<file path="config.mk">
export PLATFORM = sky130hd
export DESIGN_NAME = extIrqDetect
export DESIGN_NICKNAME = d
export VERILOG_FILES = /design/src/rtl/eirqPkg.sv /design/src/rtl/eirqSync.sv /design/src/rtl/eirqCtl.sv /design/src/rtl/eirqDatapath.sv /design/src/rtl/extIrqDetect.sv
export SDC_FILE = /design/constraint.sdc
export NUM_CORES = 1
export LEC_CHECK = 0
export ABC_AREA = 1
export ABC_CLOCK_PERIOD_IN_PS = 1520
export CAP_MARGIN = 30
export CORE_ASPECT_RATIO = 1.2
export CORE_MARGIN = 10
export CORE_UTILIZATION = 30
export CTS_BUF_LIST = sky130_fd_sc_hd__clkbuf_4 sky130_fd_sc_hd__clkbuf_8
export DETAILED_ROUTE_END_ITERATION = 8
export PLACE_DENSITY = 0.61
export SETUP_SLACK_MARGIN = 0.2
export SYNTH_ARGS = -nofsm -noshare
export SYNTH_HDL_FRONTEND = slang
export SYNTH_HIERARCHICAL = 1
export SYNTH_SLANG_ARGS = --single-unit
</file>
<file path="constraint.sdc">
create_clock -name clk -period 1.52 [get_ports clk]
set_clock_uncertainty 0.05 [all_clocks]
set_input_delay 0.304 -clock clk [delete_from_list [all_inputs] [get_ports clk]]
set_output_delay 0.304 -clock clk [all_outputs]
set_load 0.05 [all_outputs]
</file>
<file path="src/rtl/eirqPkg.sv">
package eirqPkg;

  typedef enum logic [1:0] {
    ADDR_FLAG = 2'd0,
    ADDR_MODE = 2'd1,
    ADDR_POL  = 2'd2,
    ADDR_RSVD = 2'd3
  } regAddrE;

  typedef struct packed {
    logic flagWr;
    logic modeWr;
    logic polWr;
  } ctlStrobeT;

endpackage

</file>
<file path="src/rtl/eirqSync.sv">
module eirqSync #(
  parameter int WIDTH  = 4,
  parameter int STAGES = 2
) (
  input  logic             clk,
  input  logic             rstN,
  input  logic [WIDTH-1:0] din,
  output logic [WIDTH-1:0] dout
);

  logic [WIDTH-1:0] stage [STAGES];

  always_ff @(posedge clk or negedge rstN) begin
    if (!rstN) begin
      for (int k = 0; k < STAGES; k++) stage[k] <= '0;
    end else begin
      stage[0] <= din;
      for (int k = 1; k < STAGES; k++) stage[k] <= stage[k-1];
    end
  end

  assign dout = stage[STAGES-1];

endmodule

</file>
<file path="src/rtl/eirqCtl.sv">
module eirqCtl
  import eirqPkg::*;
#(
  parameter int NUM_CH = 4
) (
  input  logic              clk,
  input  logic              rstN,
  input  logic              regWrEn,
  input  logic [1:0]        regAddr,
  input  logic [NUM_CH-1:0] regWrData,
  input  logic [NUM_CH-1:0] flagVal,
  output ctlStrobeT         strb,
  output logic [NUM_CH-1:0] modeReg,
  output logic [NUM_CH-1:0] polReg,
  output logic [NUM_CH-1:0] regRdData
);

  regAddrE addrSel;
  assign addrSel = regAddrE'(regAddr);

  always_comb begin
    strb.flagWr = regWrEn && (addrSel == ADDR_FLAG);
    strb.modeWr = regWrEn && (addrSel == ADDR_MODE);
    strb.polWr  = regWrEn && (addrSel == ADDR_POL);
  end

  always_ff @(posedge clk or negedge rstN) begin
    if (!rstN) begin
      modeReg <= '0;
      polReg  <= '0;
    end else begin
      if (strb.modeWr) modeReg <= regWrData;
      if (strb.polWr)  polReg  <= regWrData;
    end
  end

  always_comb begin
    unique case (addrSel)
      ADDR_FLAG: regRdData = flagVal;
      ADDR_MODE: regRdData = modeReg;
      ADDR_POL:  regRdData = polReg;
      default:   regRdData = '0;
    endcase
  end

  AST_ONE_STROBE: assert property (@(posedge clk) disable iff (!rstN)
    $onehot0({strb.flagWr, strb.modeWr, strb.polWr}));
  AST_MODE_HOLD: assert property (@(posedge clk) disable iff (!rstN)
    !strb.modeWr |=> $stable(modeReg));
  AST_POL_HOLD: assert property (@(posedge clk) disable iff (!rstN)
    !strb.polWr |=> $stable(polReg));

endmodule

</file>
<file path="src/rtl/eirqDatapath.sv">
module eirqDatapath
  import eirqPkg::*;
#(
  parameter int NUM_CH      = 4,
  parameter int SYNC_STAGES = 2
) (
  input  logic              clk,
  input  logic              rstN,
  input  logic [NUM_CH-1:0] pinIn,
  input  ctlStrobeT         strb,
  input  logic [NUM_CH-1:0] wrData,
  input  logic [NUM_CH-1:0] modeReg,
  input  logic [NUM_CH-1:0] polReg,
  output logic [NUM_CH-1:0] flags
);

  localparam int LEVEL_ARM = SYNC_STAGES;
  localparam int EDGE_ARM  = SYNC_STAGES + 1;
  localparam int ARM_W     = $clog2(EDGE_ARM + 1);

  logic [NUM_CH-1:0] syncPin;
  logic [NUM_CH-1:0] prevPin;
  logic [NUM_CH-1:0] setVec;
  logic [NUM_CH-1:0] clrVec;
  logic [NUM_CH-1:0] edgeHit;
  logic [ARM_W-1:0]  armCnt;
  logic              levelOk;
  logic              edgeOk;
  logic              cfgWr;

  eirqSync #(.WIDTH(NUM_CH), .STAGES(SYNC_STAGES)) u_sync (
    .clk  (clk),
    .rstN (rstN),
    .din  (pinIn),
    .dout (syncPin)
  );

  // Counts edges after reset until the synchronizer and previous sample are valid.
  always_ff @(posedge clk or negedge rstN) begin
    if (!rstN)                          armCnt <= '0;
    else if (armCnt != ARM_W'(EDGE_ARM)) armCnt <= armCnt + 1'b1;
  end

  assign levelOk = armCnt >= ARM_W'(LEVEL_ARM);
  assign edgeOk  = armCnt == ARM_W'(EDGE_ARM);
  assign cfgWr   = strb.modeWr | strb.polWr;

  always_ff @(posedge clk or negedge rstN) begin
    if (!rstN) prevPin <= '0;
    else       prevPin <= syncPin;
  end

  for (genvar i = 0; i < NUM_CH; i++) begin : g_ch
    logic nowActive;
    logic wasActive;
    logic clrReq;

    assign nowActive = ~(syncPin[i] ^ polReg[i]);
    assign wasActive = ~(prevPin[i] ^ polReg[i]);
    // A configuration write suppresses edge detection for that cycle.
    assign edgeHit[i] = edgeOk & ~cfgWr & nowActive & ~wasActive;
    assign setVec[i]  = modeReg[i] ? edgeHit[i] : (levelOk & nowActive);
    assign clrReq     = strb.flagWr & wrData[i];
    assign clrVec[i]  = clrReq & ~(~modeReg[i] & nowActive);

    AST_LEVEL_SET: assert property (@(posedge clk) disable iff (!rstN)
      (!modeReg[i] && levelOk && (syncPin[i] == polReg[i])) |=> flags[i]);
    AST_EDGE_SET: assert property (@(posedge clk) disable iff (!rstN)
      (modeReg[i] && edgeOk && !cfgWr && (syncPin[i] != prevPin[i])
        && (syncPin[i] == polReg[i])) |=> flags[i]);
    AST_STICKY: assert property (@(posedge clk) disable iff (!rstN)
      (flags[i] && !clrReq) |=> flags[i]);
    AST_LEVEL_CLR_BLOCK: assert property (@(posedge clk) disable iff (!rstN)
      (flags[i] && !modeReg[i] && (syncPin[i] == polReg[i])) |=> flags[i]);
    AST_SET_WINS: assert property (@(posedge clk) disable iff (!rstN)
      (clrReq && edgeHit[i] && modeReg[i]) |=> flags[i]);
    AST_CFG_QUIET: assert property (@(posedge clk) disable iff (!rstN)
      (cfgWr && modeReg[i] && !flags[i]) |=> !flags[i]);
  end

  always_ff @(posedge clk or negedge rstN) begin
    if (!rstN) flags <= '0;
    else       flags <= setVec | (flags & ~clrVec);
  end

endmodule

</file>
<file path="src/rtl/extIrqDetect.sv">
module extIrqDetect
  import eirqPkg::*;
#(
  parameter int NUM_CH      = 4,
  parameter int SYNC_STAGES = 2
) (
  input  logic              clk,
  input  logic              rstN,
  input  logic [NUM_CH-1:0] pinIn,
  input  logic              regWrEn,
  input  logic [1:0]        regAddr,
  input  logic [NUM_CH-1:0] regWrData,
  output logic [NUM_CH-1:0] regRdData,
  output logic [NUM_CH-1:0] irqReq
);

  ctlStrobeT         strb;
  logic [NUM_CH-1:0] modeReg;
  logic [NUM_CH-1:0] polReg;
  logic [NUM_CH-1:0] flags;

  eirqCtl #(.NUM_CH(NUM_CH)) u_ctl (
    .clk       (clk),
    .rstN      (rstN),
    .regWrEn   (regWrEn),
    .regAddr   (regAddr),
    .regWrData (regWrData),
    .flagVal   (flags),
    .strb      (strb),
    .modeReg   (modeReg),
    .polReg    (polReg),
    .regRdData (regRdData)
  );

  eirqDatapath #(.NUM_CH(NUM_CH), .SYNC_STAGES(SYNC_STAGES)) u_dp (
    .clk     (clk),
    .rstN    (rstN),
    .pinIn   (pinIn),
    .strb    (strb),
    .wrData  (regWrData),
    .modeReg (modeReg),
    .polReg  (polReg),
    .flags   (flags)
  );

  assign irqReq = flags;

endmodule

</file>
==> impl_metrics.tcl, run 1 <==
set metrics [dict create \
    place.port_buffers 20 \
    place_hpwl_mm 2.253 \
    cts_buffer_depth 2 \
    cts_buffers 3 \
    synthTopCellsByArea "dfrtp_1 (49%), nand2_1 (16%), nand3_1 (7.5%)" \
    yosys.area_share.simple_pct 37.07 \
    gp_congestion 0.8042 \
    powerDensity_nw_per_um2 873.2 \
    worst-setup-path-type "flop to output port" \
    grt_pass1_wl_mm 5.175 \
    cts_num_sinks 26 \
    synth-seq-area-share_pct 48.55 \
    startpoint_type "flop" \
    coreArea_um2 4294 \
    drive_above_1_share_pct 34.55 \
    synth_top_family_by_area "simple AND/OR/NAND/NOR gates" \
    routedWlPerCell_um 11.49 \
    fmaxAchievable_mhz 724.8 \
    routed_wl_mm 3.171 \
    whs_ps 302.2 \
    ant_nets 0 \
    area_delta_synth_final_pct 53.03 \
    synthCells 171 \
    synth_area_um2 1340 \
    rows 26 \
    arrival_ps 1030 \
    clkTransAtPathRegs_ps 80 \
    cts-root-buf "clkbuf_8" \
    peakVddDrop_mv 0.3309 \
    required_ps 1170 \
    p_leak_uw 0.001089 \
    ys_warn_count 6 \
    antenna_found_initial 0 \
    status "finished, final reports clean" \
    die_h_um 93.21 \
    synth-seq-cells 26 \
    die_w_um 81.01 \
    drc 0 \
    fin_cells 276 \
    diodes 0 \
    holdBufCountCts 0 \
    grt_max_degree 27 \
    setup_viol 0 \
    die_area_um2 7551 \
    drt_iter0_drc 29 \
    grt_pass1_vias 1160 \
    yosys.area_share.adder_pct 1.867 \
    via_per_inst 4.518 \
    worst_pin_slew_ps 339.4 \
    relSlewSlack_pct 77.38 \
    synth_compound_area_share_pct 0.3735 \
    overflow 0 \
    grt_usage_pct 8.524 \
    critPathCaptureType "output port" \
    path_max_fanout 2 \
    insertion_delay_ps 260 \
    post-route-period-util_pct 90.77 \
    first_pass_iters 4 \
    yosysTopAreaCell "dfrtp_1" \
    io-pin-count 21 \
    layout.nets 237 \
    dr_total_vias 1247 \
    htree_levels 1 \
    cap_violations 0 \
    yosys.cell_types.count 17 \
    hold_class "flop to flop" \
    drv_slew 0 \
    hold_viol_final 0 \
    period_needed_ps 1380 \
    dp.cells 252 \
    netlist.area_leader.share_pct 48.55 \
    grt_setup_unrepaired "true" \
    synthesis.nets 186 \
    syn_avg_cell_area_um2 7.836 \
    start_util_pct 31.21 \
    synth-xor-area-share_pct 0.6536 \
    synth_mux_area_share_pct 0 \
    cts_tree "built" \
]
-- cells by family after synthesis --
family / after synthesis
XOR/XNOR: 1
AND/OR/NAND/NOR: 108
AO/OA/AOI/OAI: 1
buffers and inverters: 33
adder cells (fa/ha/maj): 2
flip-flops: 26
-- cell usage in the layout (no fill, tap or decap), types with 4 or more instances in the layout --
cell,Yosys,layout
nor2_1,9,9
inv_1,24,24
buf_6,1,7
nand4_1,12,12
dfrtp_2,0,4
buf_4,6,26
nand2_2,5,8
nand3_1,20,8
dfrtp_1,26,22
nand2_1,57,54
nand3_2,2,13
clkdlybuf4s50_1,0,9
buf_12,0,10
-- cells in the mapped netlist (all sizes together) --
master and number:
nand4 12, inv 26, nor2 10, or2 1, nor3 1, ha 2, xnor2 1, o21ai 1
dfrtp 26, nand2 62, buf 7, nand3 22
-- area by class of cell --
type	instances	area, um2
Fill cell	439	2243
Tap cell	56	70.07
Timing Repair Buffer	53	573.1
Sequential cell	26	655.6
Inverter	26	97.59
Multi-Input combinational cell	112	613.1
Clock buffer	3	41.29
-- metal layers --
layer  up-vias  part of all wire (%)  GRT usage [%]
met5         -                     0              0
met4         0                   1.3          3.035
met3         4                   3.8          2.011
met2        17                    50          14.43
met1       590                    45          10.17
li1        636                     -              -
-- sequential cells by signal (all words and copies together), names as in the netlist --
name               cells
u_ctl/modeReg          4
u_ctl/polReg           4
u_dp/armCnt            2
u_dp/flags             4
u_dp/prevPin           4
u_dp/u_sync/dout       4
u_dp/u_sync/stage      4
-- critical path, cell delays in order, from the launching register on --
cell	delay (ps)
dfrtp_1	410
nand3_2	90
nand3_2	100
buf_12	160
-- final timing paths --
| check | start | slack [ps] | endpoint | cells after the start |
|---|---|---|---|---|
| setup / recovery | u_ctl/polReg[2]$_DFFE_PN0P_ | 140 | regRdData[2] | 3 |
| hold / removal | u_dp/u_sync/stage[5]$_DFF_PN0_ | 300 | u_dp/u_sync/dout[1]$_DFF_PN0_ | 0 |
| setup reg to reg | u_dp/armCnt[0]$_DFFE_PN0P_ | 290 | u_dp/flags[3]$_DFF_PN0_ | 5 |
| hold reg to reg | u_dp/u_sync/stage[5]$_DFF_PN0_ | 300 | u_dp/u_sync/dout[1]$_DFF_PN0_ | 0 |
| max in group asynchronous | rstN | 790 | u_dp/flags[1]$_DFF_PN0_ | 2 |
| min in group asynchronous | rstN | 360 | u_dp/prevPin[0]$_DFF_PN0_ | 2 |
-- per-stage QoR --
| stage | total power [uW] | setup WS, ps | TNS [ps] | instance area, um2 | utilization [%] |
|---|---|---|---|---|---|
| after floorplan | 1091 | 308.4 | 0 | 1365 | - |
| after global placement | 1305 | -261.8 | -2141 | 1762 | 41.03 |
| after detailed placement | 1309 | -271.2 | -2160 | 1762 | 41.03 |
| after CTS | 1772 | 124.0 | 0 | 1926 | 44.84 |
| after global routing | 1919 | 93.67 | 0 | 2051 | 47.76 |
| final | 1791 | 140.3 | 0 | 2051 | 47.76 |
-- report_power, final --
part	internal, uW	switching (uW)	total [uW]
clock network	177	196	373
logic	308	317	625
registers	751	41.8	793
total	1240	555	1790
-- what timing repair did --
item,4_1_cts,5_1_grt
pin swaps,9,11
setup buffers,15,6
resized for setup,14,17
endpoints found under the setup margin,8,12
Note: power is estimated with default switching activity, not from simulation.
==> run 2: changes to the inputs <==
ABC_CLOCK_PERIOD_IN_PS = not set   (was 1520)
GPL_ROUTABILITY_DRIVEN = 0   (was not set)
TNS_END_PERCENT = 10   (was not set)
==> impl_metrics.tcl, run 2 (synthesis results as in run 1) <==
set metrics [dict create \
    ant_nets 0 \
    dp_slack_ps -351.5 \
    peakVddDrop_mv 0.5128 \
    grt_pass1_vias 1162 \
    hold_viol_final 0 \
    cts_num_sinks 26 \
    fin_util_pct 44.38 \
    start_util_pct 31.21 \
    place_area_um2 1770 \
    io-pin-count 21 \
    path_max_fanout 3 \
    cts_buffer_depth 2 \
    p_leak_uw 0.001022 \
    powerDensity_nw_per_um2 924.8 \
    status "finished, final reports clean" \
    die_w_um 81.01 \
    worst_pin_slew_ps 236.0 \
    grt_pass1_wl_mm 5.161 \
    crit_family "flip-flops" \
    holdBufCountCts 0 \
    rows 26 \
    cpMaxStageDelayCell "dfrtp_1" \
    insertion_delay_ps 270 \
    startpoint_type "flop" \
    dr_total_vias 1190 \
    routedWlPerCell_um 11.07 \
    die_area_um2 7551 \
    design_area_um2 1906 \
    cts-root-buf "clkbuf_8" \
    place_hpwl_mm 2.221 \
    drc 0 \
    via_per_inst 4.474 \
    drt_iter0_drc 54 \
    place.port_buffers 20 \
    setup_slack_ps 96.26 \
    fmaxAchievable_mhz 702.4 \
    final_cell_mix "nand2_1 (56), dfrtp_1 (25), inv_1 (24)" \
    arrival_ps 1070 \
    grt_max_degree 27 \
    cts_tree "built" \
    tns_ps 0 \
    post-route-period-util_pct 93.67 \
    fin_cells 266 \
    diodes 0 \
    htree_levels 1 \
    setup_viol 0 \
    overflow 0 \
    critPathCaptureType "output port" \
    drive_above_1_share_pct 26.19 \
    relSlewSlack_pct 84.27 \
    cap_violations 0 \
    first_pass_iters 4 \
    wl_met2_mm 1.451 \
    grt_usage_pct 8.427 \
    required_ps 1170 \
    crit_chain "nand2_2 > nand3_2 > buf_12" \
    wl_met1_mm 1.303 \
    period_needed_ps 1424 \
    layout_commonest_cell "nand2_1" \
    clkTransAtPathRegs_ps 90 \
    critical_path_buf_inv_count 1 \
    area_delta_synth_final_pct 42.20 \
    top_layer "met4" \
    die_h_um 93.21 \
    layout.nets 226 \
    worst-setup-path-type "flop to output port" \
    drv_slew 0 \
    antenna_found_initial 0 \
    slowest_delay_ps 440 \
    coreArea_um2 4294 \
    cts_buffers 3 \
    dr_wl_met3_um 148 \
    hold_class "flop to flop" \
    dp.cells 252 \
    grt_setup_unrepaired "true" \
    routed_wl_mm 2.945 \
]
run 2: where the power goes:
part | switching [uW] | internal (uW) | total (uW)
clock | 213 | 205 | 418
combinational | 295 | 259 | 554
sequential | 40.8 | 750 | 790
total | 548 | 1210 | 1760
run 2: worst reg2reg max path: stages, from the launching register on:
cell and delay [ps]:
dfrtp_1 390, inv_1 60, ha_1 180, or2_1 320, nand4_1 110, nand3_1 80
run 2: worst paths after layout:
| path | startpoint | to | slack [ps] | cells past startpoint |
|---|---|---|---|---|
| min in group asynchronous | rstN | u_ctl/modeReg[0]$_DFFE_PN0P_ | 330 | 2 |
| hold reg to reg | u_dp/u_sync/stage[4]$_DFF_PN0_ | u_dp/u_sync/dout[0]$_DFF_PN0_ | 300 | 0 |
| max in group asynchronous | rstN | u_dp/flags[0]$_DFF_PN0_ | 940 | 2 |
| setup / recovery | u_dp/flags[3]$_DFF_PN0_ | regRdData[3] | 100 | 3 |
| setup reg to reg | u_dp/armCnt[0]$_DFFE_PN0P_ | u_dp/flags[1]$_DFF_PN0_ | 220 | 5 |
| hold / removal | u_dp/u_sync/stage[4]$_DFF_PN0_ | u_dp/u_sync/dout[0]$_DFF_PN0_ | 300 | 0 |
run 2: per-layer routing:
layer  vias up  track usage (%)
met4         0            3.035
met5         -                0
met3         4            2.107
met1       557            10.17
met2        17            14.03
li1        612                -
run 2: through the flow:
step | hold WS [ps] | power (uW)
after global placement | 282.6 | 1304
final | 303.4 | 1762
after detailed placement | 285.6 | 1310
after floorplan | -41.59 | 1090
after CTS | 308.0 | 1758
after global routing | 318.6 | 1884
run 2: cell type report:
cell class	count	area, um2
multi-input combinational	112	573.1
sequential	26	651.9
tap	56	70.07
timing repair buffer	42	464.2
clock buffer	4	48.80
fill	431	2389
inverter	26	97.59
run 2: timing repair:
action	4_1_cts	5_1_grt
gates resized for setup	11	2
setup endpoints to repair	8	8
buffers inserted	4	6
pin swaps	3	2
==> run 3: changes to the inputs <==
clock period = 1.5 ns   (was 1.52 ns; I/O delays follow)
==> impl_metrics.tcl, run 3 (synthesis results as in run 1) <==
set metrics [dict create \
    status "finished, final reports clean" \
    grt_usage_pct 8.754 \
    diodes 0 \
    post-route-period-util_pct 93.11 \
    drv_slew 0 \
    insertion_delay_ps 270 \
    peakVddDrop_mv 0.3287 \
    hold_viol_final 0 \
    final_cell_mix "nand2_1 (57), buf_4 (25), dfrtp_1 (25)" \
    routed_wl_mm 3.238 \
    hold_class "flop to flop" \
    drive_above_1_share_pct 29.63 \
    grt_pass1_vias 1140 \
    critPathCaptureType "output port" \
    grt_pass1_wl_mm 5.292 \
    path_max_fanout 5 \
    clkTransAtPathRegs_ps 80 \
    multi_input_area_um2 588.1 \
    seq_area_um2 651.9 \
    cap_violations 0 \
    fin_cells 272 \
    fin_util_pct 45.98 \
    rows 26 \
    start_util_pct 31.21 \
    switching_share_pct 31.50 \
    finalPower_uw 1838 \
    p_int_uw 1259 \
    worst-setup-path-type "primary input to output port" \
    arrival_ps 1050 \
    drt_iter0_drc 96 \
    drc 0 \
    place.port_buffers 20 \
    startpoint_type "primary input" \
    fmaxAchievable_mhz 716.0 \
    layout.nets 232 \
    required_ps 1150 \
    regToRegSetupSlack_ps 230 \
    area_delta_synth_final_pct 47.34 \
    routedWlPerCell_um 11.90 \
    holdBufCountCts 0 \
    grt_setup_unrepaired "true" \
    coreArea_um2 4294 \
    fill_cells 441 \
    die_area_um2 7551 \
    powerDensity_nw_per_um2 930.9 \
    dp.cells 252 \
    use_met3_pct 1.916 \
    first_pass_iters 4 \
    die_w_um 81.01 \
    io-pin-count 21 \
    worst_pin_slew_ps 212.5 \
    layout_commonest_cell "nand2_1" \
    overflow 0 \
    pwr-share-seq_pct 43.3 \
    die_h_um 93.21 \
    use_met1_pct 11.23 \
    met2_usage_pct 13.83 \
    top_usage_layer "met2" \
    comb_power_share_pct 33.3 \
    dr_total_vias 1207 \
    place_hpwl_mm 2.230 \
    via_per_inst 4.438 \
    htree_levels 1 \
    netSwitchingPower_uw 578.9 \
    p_leak_uw 0.001064 \
    cts_buffers 3 \
    cts_num_sinks 26 \
    relSlewSlack_pct 85.83 \
    antenna_found_initial 0 \
    grt_max_degree 27 \
    cts-root-buf "clkbuf_8" \
    cts_buffer_depth 2 \
    ant_nets 0 \
    setup_viol 0 \
    cts_tree "built" \
    clkPwrFrac_pct 23.4 \
    period_needed_ps 1397 \
]
[run 3: final timing paths]
| kind | endpoint | from | depth (start not counted) |
|---|---|---|---|
| setup / recovery | regRdData[3] | regAddr[1] | 6 |
| hold / removal | u_dp/u_sync/dout[2]$_DFF_PN0_ | u_dp/u_sync/stage[6]$_DFF_PN0_ | 0 |
| setup reg to reg | u_dp/flags[3]$_DFF_PN0_ | u_dp/armCnt[0]$_DFFE_PN0P_ | 5 |
| hold reg to reg | u_dp/u_sync/dout[2]$_DFF_PN0_ | u_dp/u_sync/stage[6]$_DFF_PN0_ | 0 |
| max in group asynchronous | u_dp/flags[0]$_DFF_PN0_ | rstN | 2 |
| min in group asynchronous | u_dp/flags[1]$_DFF_PN0_ | rstN | 2 |
[run 3: final cells by class]
type                            instances  area share (%)
Sequential cell                        26           33.02
Tap cell                               56           3.549
Timing Repair Buffer                   48           26.24
Multi-Input combinational cell        112           29.78
Inverter                               26           4.943
Clock buffer                            4           2.471
[run 3: per-stage QoR]
step | hold slack (ps) | cell area, um2 | setup TNS, ps | setup WS, ps
floorplan | -45.59 | 1361 | 0 | 179.3
global placement | 282.7 | 1770 | -2487 | -334.4
detailed placement | 284.7 | 1770 | -2731 | -347.9
CTS | 305.5 | 1931 | 0 | 110.4
global route | 314.6 | 1974 | 0 | 73.99
finish | 303.4 | 1974 | 0 | 103.4
[run 3: worst max-delay path: stages]
cell and delay [ps]:
buf_4 130, buf_6 130, nor2_4 150, nand2_1 80, nand3_2 100, buf_12 140
[run 3: power groups by stage]
stage,Sequential [uW],Clock [uW],Combinational (uW)
floorplan,840,0,265
global placement,832,0,492
detailed placement,832,0,497
CTS,794,451,595
global route,805,485,665
finish,796,431,612
[run 3: routing by layer]
layer,vias up,part of all wire (%)
met2,23,47
met4,0,1.5
met1,556,47
met5,-,0
li1,623,-
met3,5,4.1
[run 3: timing repair]
action                                  4_1_cts  5_1_grt
endpoints found under the setup margin        8       12
pin swaps                                     9        3
resized for setup                            12        7
setup buffers                                14        2
